--- config.mk ---
export PLATFORM = sky130hd
export DESIGN_NAME = epp_cycle_ctrl
export DESIGN_NICKNAME = d
export VERILOG_FILES = /design/src/rtl/epp_pkg.sv /design/src/rtl/epp_sync.sv /design/src/rtl/epp_fsm.sv /design/src/rtl/epp_datapath.sv /design/src/rtl/epp_cycle_ctrl.sv
export SDC_FILE = /design/constraint.sdc
export NUM_CORES = 1
export LEC_CHECK = 0
export ABC_AREA = 0
export BUFFER_PORTS_ARGS = -buffer_cell sky130_fd_sc_hd__clkbuf_2
export CAP_MARGIN = 20
export CELL_PAD_IN_SITES_DETAIL_PLACEMENT = 1
export CELL_PAD_IN_SITES_GLOBAL_PLACEMENT = 1
export CORE_ASPECT_RATIO = 1.4
export CORE_MARGIN = 5
export CORE_UTILIZATION = 36
export DETAILED_ROUTE_END_ITERATION = 16
export PLACE_DENSITY_LB_ADDON = 0.1
export SLEW_MARGIN = 20
export SYNTH_ARGS = -nofsm -noshare
export SYNTH_HDL_FRONTEND = slang
export SYNTH_HIERARCHICAL = 1
export SYNTH_SLANG_ARGS = --single-unit
--- constraint.sdc ---
create_clock -name clk -period 1.55 [get_ports clk]
set_input_delay 0.155 -clock clk [delete_from_list [all_inputs] [get_ports clk]]
set_output_delay 0.155 -clock clk [all_outputs]
set_load 0.05 [all_outputs]
--- src/rtl/epp_pkg.sv ---
package epp_pkg;
  localparam int DATA_W = 8;

  typedef enum logic [2:0] {
    ST_IDLE,
    ST_ARM,
    ST_SETUP,
    ST_STROBE,
    ST_TERM
  } epp_state_e;

  typedef struct packed {
    logic bus_read;   // bus sees a read (requested read, or write blocked by pcd)
    logic addr;       // address strobe selected
    logic true_read;  // host asked for a read; result is returned
  } epp_op_t;

  function automatic epp_op_t make_op(input logic rd_nwr, input logic addr_sel,
                                      input logic pcd);
    epp_op_t op;
    op.bus_read  = rd_nwr | pcd;
    op.addr      = addr_sel;
    op.true_read = rd_nwr;
    return op;
  endfunction
endpackage

--- src/rtl/epp_sync.sv ---
module epp_sync #(
  parameter int   STAGES    = 2,
  parameter logic RESET_VAL = 1'b1
) (
  input  logic clk,
  input  logic rst_n,
  input  logic d,
  output logic q
);
  logic [STAGES-1:0] chain;

  generate
    if (STAGES == 1) begin : g_one
      always_ff @(posedge clk or negedge rst_n)
        if (!rst_n) chain <= RESET_VAL;
        else        chain <= d;
    end else begin : g_many
      always_ff @(posedge clk or negedge rst_n)
        if (!rst_n) chain <= {STAGES{RESET_VAL}};
        else        chain <= {chain[STAGES-2:0], d};
    end
  endgenerate

  assign q = chain[STAGES-1];
endmodule

--- src/rtl/epp_fsm.sv ---
module epp_fsm
  import epp_pkg::*;
(
  input  logic    clk,
  input  logic    rst_n,
  input  logic    req,
  input  epp_op_t op_in,
  input  logic    wait_s,
  output logic    busy,
  output logic    nwrite,
  output logic    pdir,
  output logic    ndatastb,
  output logic    naddrstb,
  output logic    ev_accept,
  output logic    ev_setup,
  output logic    ev_release,
  output logic    ev_finish,
  output epp_op_t op_q
);
  epp_state_e state;

  assign ev_accept  = (state == ST_IDLE)   && req;
  assign ev_setup   = (state == ST_ARM)    && !wait_s;
  assign ev_release = (state == ST_STROBE) && wait_s;
  assign ev_finish  = (state == ST_TERM)   && !wait_s;

  always_ff @(posedge clk or negedge rst_n) begin
    if (!rst_n) begin
      state    <= ST_IDLE;
      busy     <= 1'b0;
      nwrite   <= 1'b1;
      pdir     <= 1'b1;
      ndatastb <= 1'b1;
      naddrstb <= 1'b1;
      op_q     <= '0;
    end else begin
      case (state)
        ST_IDLE: if (ev_accept) begin
          op_q  <= op_in;
          busy  <= 1'b1;
          state <= ST_ARM;
        end
        ST_ARM: if (ev_setup) begin
          nwrite <= op_q.bus_read;
          pdir   <= op_q.bus_read;
          state  <= ST_SETUP;
        end
        ST_SETUP: begin
          ndatastb <= op_q.addr;
          naddrstb <= !op_q.addr;
          state    <= ST_STROBE;
        end
        ST_STROBE: if (ev_release) begin
          ndatastb <= 1'b1;
          naddrstb <= 1'b1;
          state    <= ST_TERM;
        end
        ST_TERM: if (ev_finish) begin
          busy   <= 1'b0;
          nwrite <= 1'b1;
          pdir   <= 1'b1;
          state  <= ST_IDLE;
        end
        default: state <= ST_IDLE;
      endcase
    end
  end
endmodule

--- src/rtl/epp_datapath.sv ---
module epp_datapath
  import epp_pkg::*;
#(
  parameter int W = DATA_W
) (
  input  logic         clk,
  input  logic         rst_n,
  input  logic         ev_accept,
  input  logic         ev_setup,
  input  logic         ev_release,
  input  epp_op_t      op_q,
  input  logic [W-1:0] wdata,
  input  logic [W-1:0] pdata_in,
  output logic [W-1:0] pdata_out,
  output logic [W-1:0] rdata
);
  logic [W-1:0] wbuf;

  always_ff @(posedge clk or negedge rst_n) begin
    if (!rst_n) begin
      wbuf      <= '0;
      pdata_out <= '0;
      rdata     <= '0;
    end else begin
      if (ev_accept)                      wbuf      <= wdata;
      if (ev_setup && !op_q.bus_read)     pdata_out <= wbuf;
      if (ev_release && op_q.true_read)   rdata     <= pdata_in;
    end
  end
endmodule

--- src/rtl/epp_cycle_ctrl.sv ---
module epp_cycle_ctrl
  import epp_pkg::*;
#(
  parameter int W           = DATA_W,
  parameter int SYNC_STAGES = 2
) (
  input  logic         clk,
  input  logic         rst_n,
  input  logic         req,
  input  logic         rd_nwr,
  input  logic         addr_sel,
  input  logic [W-1:0] wdata,
  input  logic         pcd,
  output logic         busy,
  output logic [W-1:0] rdata,
  input  logic         nwait,
  input  logic [W-1:0] pdata_in,
  output logic [W-1:0] pdata_out,
  output logic         pdir,
  output logic         nwrite,
  output logic         ndatastb,
  output logic         naddrstb
);
  logic    nwait_s;
  logic    ev_accept, ev_setup, ev_release, ev_finish;
  epp_op_t op_in, op_q;

  assign op_in = make_op(rd_nwr, addr_sel, pcd);

  epp_sync #(.STAGES(SYNC_STAGES), .RESET_VAL(1'b1)) u_sync (
    .clk(clk), .rst_n(rst_n), .d(nwait), .q(nwait_s)
  );

  epp_fsm u_fsm (
    .clk(clk), .rst_n(rst_n), .req(req), .op_in(op_in), .wait_s(nwait_s),
    .busy(busy), .nwrite(nwrite), .pdir(pdir), .ndatastb(ndatastb),
    .naddrstb(naddrstb), .ev_accept(ev_accept), .ev_setup(ev_setup),
    .ev_release(ev_release), .ev_finish(ev_finish), .op_q(op_q)
  );

  epp_datapath #(.W(W)) u_dp (
    .clk(clk), .rst_n(rst_n), .ev_accept(ev_accept), .ev_setup(ev_setup),
    .ev_release(ev_release), .op_q(op_q), .wdata(wdata), .pdata_in(pdata_in),
    .pdata_out(pdata_out), .rdata(rdata)
  );
endmodule

==> flow_metrics.py <==
metrics = {
    "synth": {
        "synthesis.nets": 121,
        "syn_avg_cell_area_um2": 15.26,
        "syn_area_mm2": 0.001495,
        "syn_inst": 98,
        "ys_warn_count": 6,
    },
    "worst_hold_path": {
        "holdPathStages": 2,
        "min_from": "addr_sel",
        "whs_endpoint": "u_fsm/op_q[1]",
        "hold_path.class": "in -> reg",
    },
    "placement": {
        "dp_slack_ns": -0.04959,
        "hpwl_um": 2352,
        "io_buffers": 43,
        "gp_congestion": 0.7155,
    },
    "detailed_routing": {
        "first_pass_iters": 2,
        "drtIter0Drc": 10,
        "drc": 0,
        "via_per_inst": 5.036,
        "routed_wl_um": 3198,
        "ant_nets": 0,
        "wl_met1_um": 1240,
        "wl_met3_um": 227,
        "avgRoutedWirePerCell_um": 16.48,
        "met2_length_um": 1679,
        "via_count": 977,
        "highest_layer": "met4",
    },
    "finish": {
        "drive_gt1_share_pct": 62.91,
        "multi_input_area_um2": 546.8,
        "areaGrowthSynthToFinish_pct": 29.20,
        "final_common_cell": "clkbuf_2",
        "fillCellCount": 430,
        "diodes": 0,
        "seqCellArea_um2": 908.4,
        "layout.nets": 173,
        "final_cell_mix": "43 x clkbuf_2, 30 x dfrtp_1, 19 x mux2_2",
    },
    "clock_network": {
        "cts_buffers": 5,
        "clock_latency_ns": 0.29,
        "cts.clk_slew.worst_paths_ns": 0.08,
        "clock-sinks": 36,
        "cts_htree_levels": 2,
        "cts_buffer_depth": 2,
        "root_buffer": "clkbuf_8",
        "cts_tree": "done",
    },
    "critical_path": {
        "r2r_end": "u_dp/pdata_out[2]",
        "start_kind": "register",
        "reg2reg_slack_ns": 0.06,
        "worst-path-buf-inv": 1,
        "crit_chain": "nor4b_2 -> nor2b_4 -> buf_12 -> mux2_4",
        "slowest_delay_ns": 0.45,
        "crit_family": "simple AND/OR/NAND/NOR gates",
        "crit_path_end_kind": "register",
        "worst_r2r_startpoint": "u_fsm/state[1]",
        "critPathRequiredTime_ns": 1.72,
        "rr_worst_depth": 4,
        "worstPathArrival_ns": 1.65,
        "crit_fanout": 8,
        "critPathSlowestCell": "dfrtp_2",
        "crit_type": "reg -> reg",
    },
    "global_route": {
        "grt_max_degree": 37,
        "overflow": 0,
        "grt_pass1_wl_um": 5471,
        "grt_usage_pct": 12.92,
        "grt_pass1_vias": 1088,
        "grt_antenna_before_repair": 0,
    },
    "sta": {
        "min_period_ns": 1.486,
        "setup_ws_ns": 0.06391,
        "clock.fmax_ghz": 0.6729,
        "rsz0062_at_grt": "false",
        "slew_viol_final": 0,
        "holdWs_ns": 0.09258,
        "fin_skew_ns": 0.009691,
        "worst_pin_slew_ns": 0.4531,
        "relSlewSlack_pct": 69.79,
        "finalHoldViolCount": 0,
        "setup_viol": 0,
        "fin_crit_sh_pct": 95.88,
    },
    "die": {
        "placeableCoreArea_mm2": 0.003986,
        "dieArea_mm2": 0.005560,
        "die_h_um": 86.25,
        "pin_count": 44,
        "start_util_pct": 37.51,
        "die_x_um": 64.47,
        "row_count": 27,
    },
    "flow_run": {
        "cap_violations": 0,
    },
    "power": {
        "swShare_pct": 42.84,
        "power.internal_mw": 2.682,
        "ir_drop_uv": 939.7,
        "p_comb_share_pct": 46.8,
        "seqPwrFrac_pct": 35.7,
        "p_leak_nw": 0.8924,
        "switchingPower_mw": 2.011,
        "power_density_mw_per_mm2": 2429,
        "p_clk_share_pct": 17.5,
    },
    "run_status": {
        "status": "complete, no violations",
    },
}
-- final cells by class --
cell class | count | area share (%)
Inverter | 1 | 0.1943
Clock buffer | 5 | 3.562
Timing Repair Buffer | 52 | 15.93
Tap cell | 43 | 2.785
Multi-Input combinational cell | 54 | 28.30
Sequential cell | 36 | 47.02
Clock inverter | 3 | 2.202
-- sequential cells by signal, indices dropped and copies added (netlist names) --
name	cells
u_dp/pdata_out	8
u_fsm/op_q	3
u_dp/rdata	8
u_fsm/naddrstb	1
u_sync/chain	2
u_dp/wbuf	8
u_fsm/busy	1
u_fsm/pdir	1
u_fsm/ndatastb	1
u_fsm/state	3
-- per-layer routing --
metal,vias to the layer above,global-route usage (%)
met2,33,21.99
li1,450,-
met5,-,0
met1,488,14.48
met3,6,5.318
met4,0,4.615
-- power groups by stage --
stage | combinational (mW) | clock, mW | sequential (mW)
floorplan | 0.875 | 0 | 2.49
global route | 2.32 | 0.908 | 1.75
detailed placement | 2.20 | 0 | 1.69
CTS | 2.22 | 0.856 | 1.69
finish | 2.19 | 0.822 | 1.68
global placement | 2.13 | 0 | 1.67
-- worst reg2reg max path: cells and delay by family, from the launching register on --
family                 cells  cell delay (ns)
AND/OR/NAND/NOR            2             0.47
flip-flops                 1             0.45
multiplexers               1             0.30
buffers and inverters      1             0.14
-- timing repair --
action / in CTS / in global routing
pin swaps: 0 / 0
gates resized for setup: 0 / 3
hold endpoints to repair: 32 / 0
setup endpoints to repair: 8 / 9
hold buffers: 2 / 0
setup buffers: 1 / 0
-- how the worst max path moves through the flow --
stage                                    to  slack (ns)  depth (start not counted)           start
final                     u_dp/pdata_out[2]        0.06                          4  u_fsm/state[1]
after global routing           u_dp/wbuf[2]       0.006                          4  u_fsm/state[2]
after detailed placement  u_dp/pdata_out[6]       -0.05                          3  u_fsm/state[1]
after floorplan           u_dp/pdata_out[0]       0.004                          5  u_fsm/state[1]
after global placement    u_dp/pdata_out[4]        0.04                          3  u_fsm/state[1]
after CTS                      u_dp/wbuf[0]        0.02                          4  u_fsm/state[2]
-- metrics by stage --
stage | TNS [ns] | power (mW) | utilization, % | cell area (µm²) | cells
detailed placement | -0.3461 | 3.892 | 44.44 | 1772 | 183
floorplan | 0 | 3.364 | - | 1504 | 98
finish | 0 | 4.693 | 48.46 | 1932 | 194
CTS | 0 | 4.760 | 48.24 | 1923 | 194
global route | 0 | 4.978 | 48.46 | 1932 | 194
global placement | 0 | 3.804 | 44.44 | 1772 | 183
(Power assumes the default switching activity.)
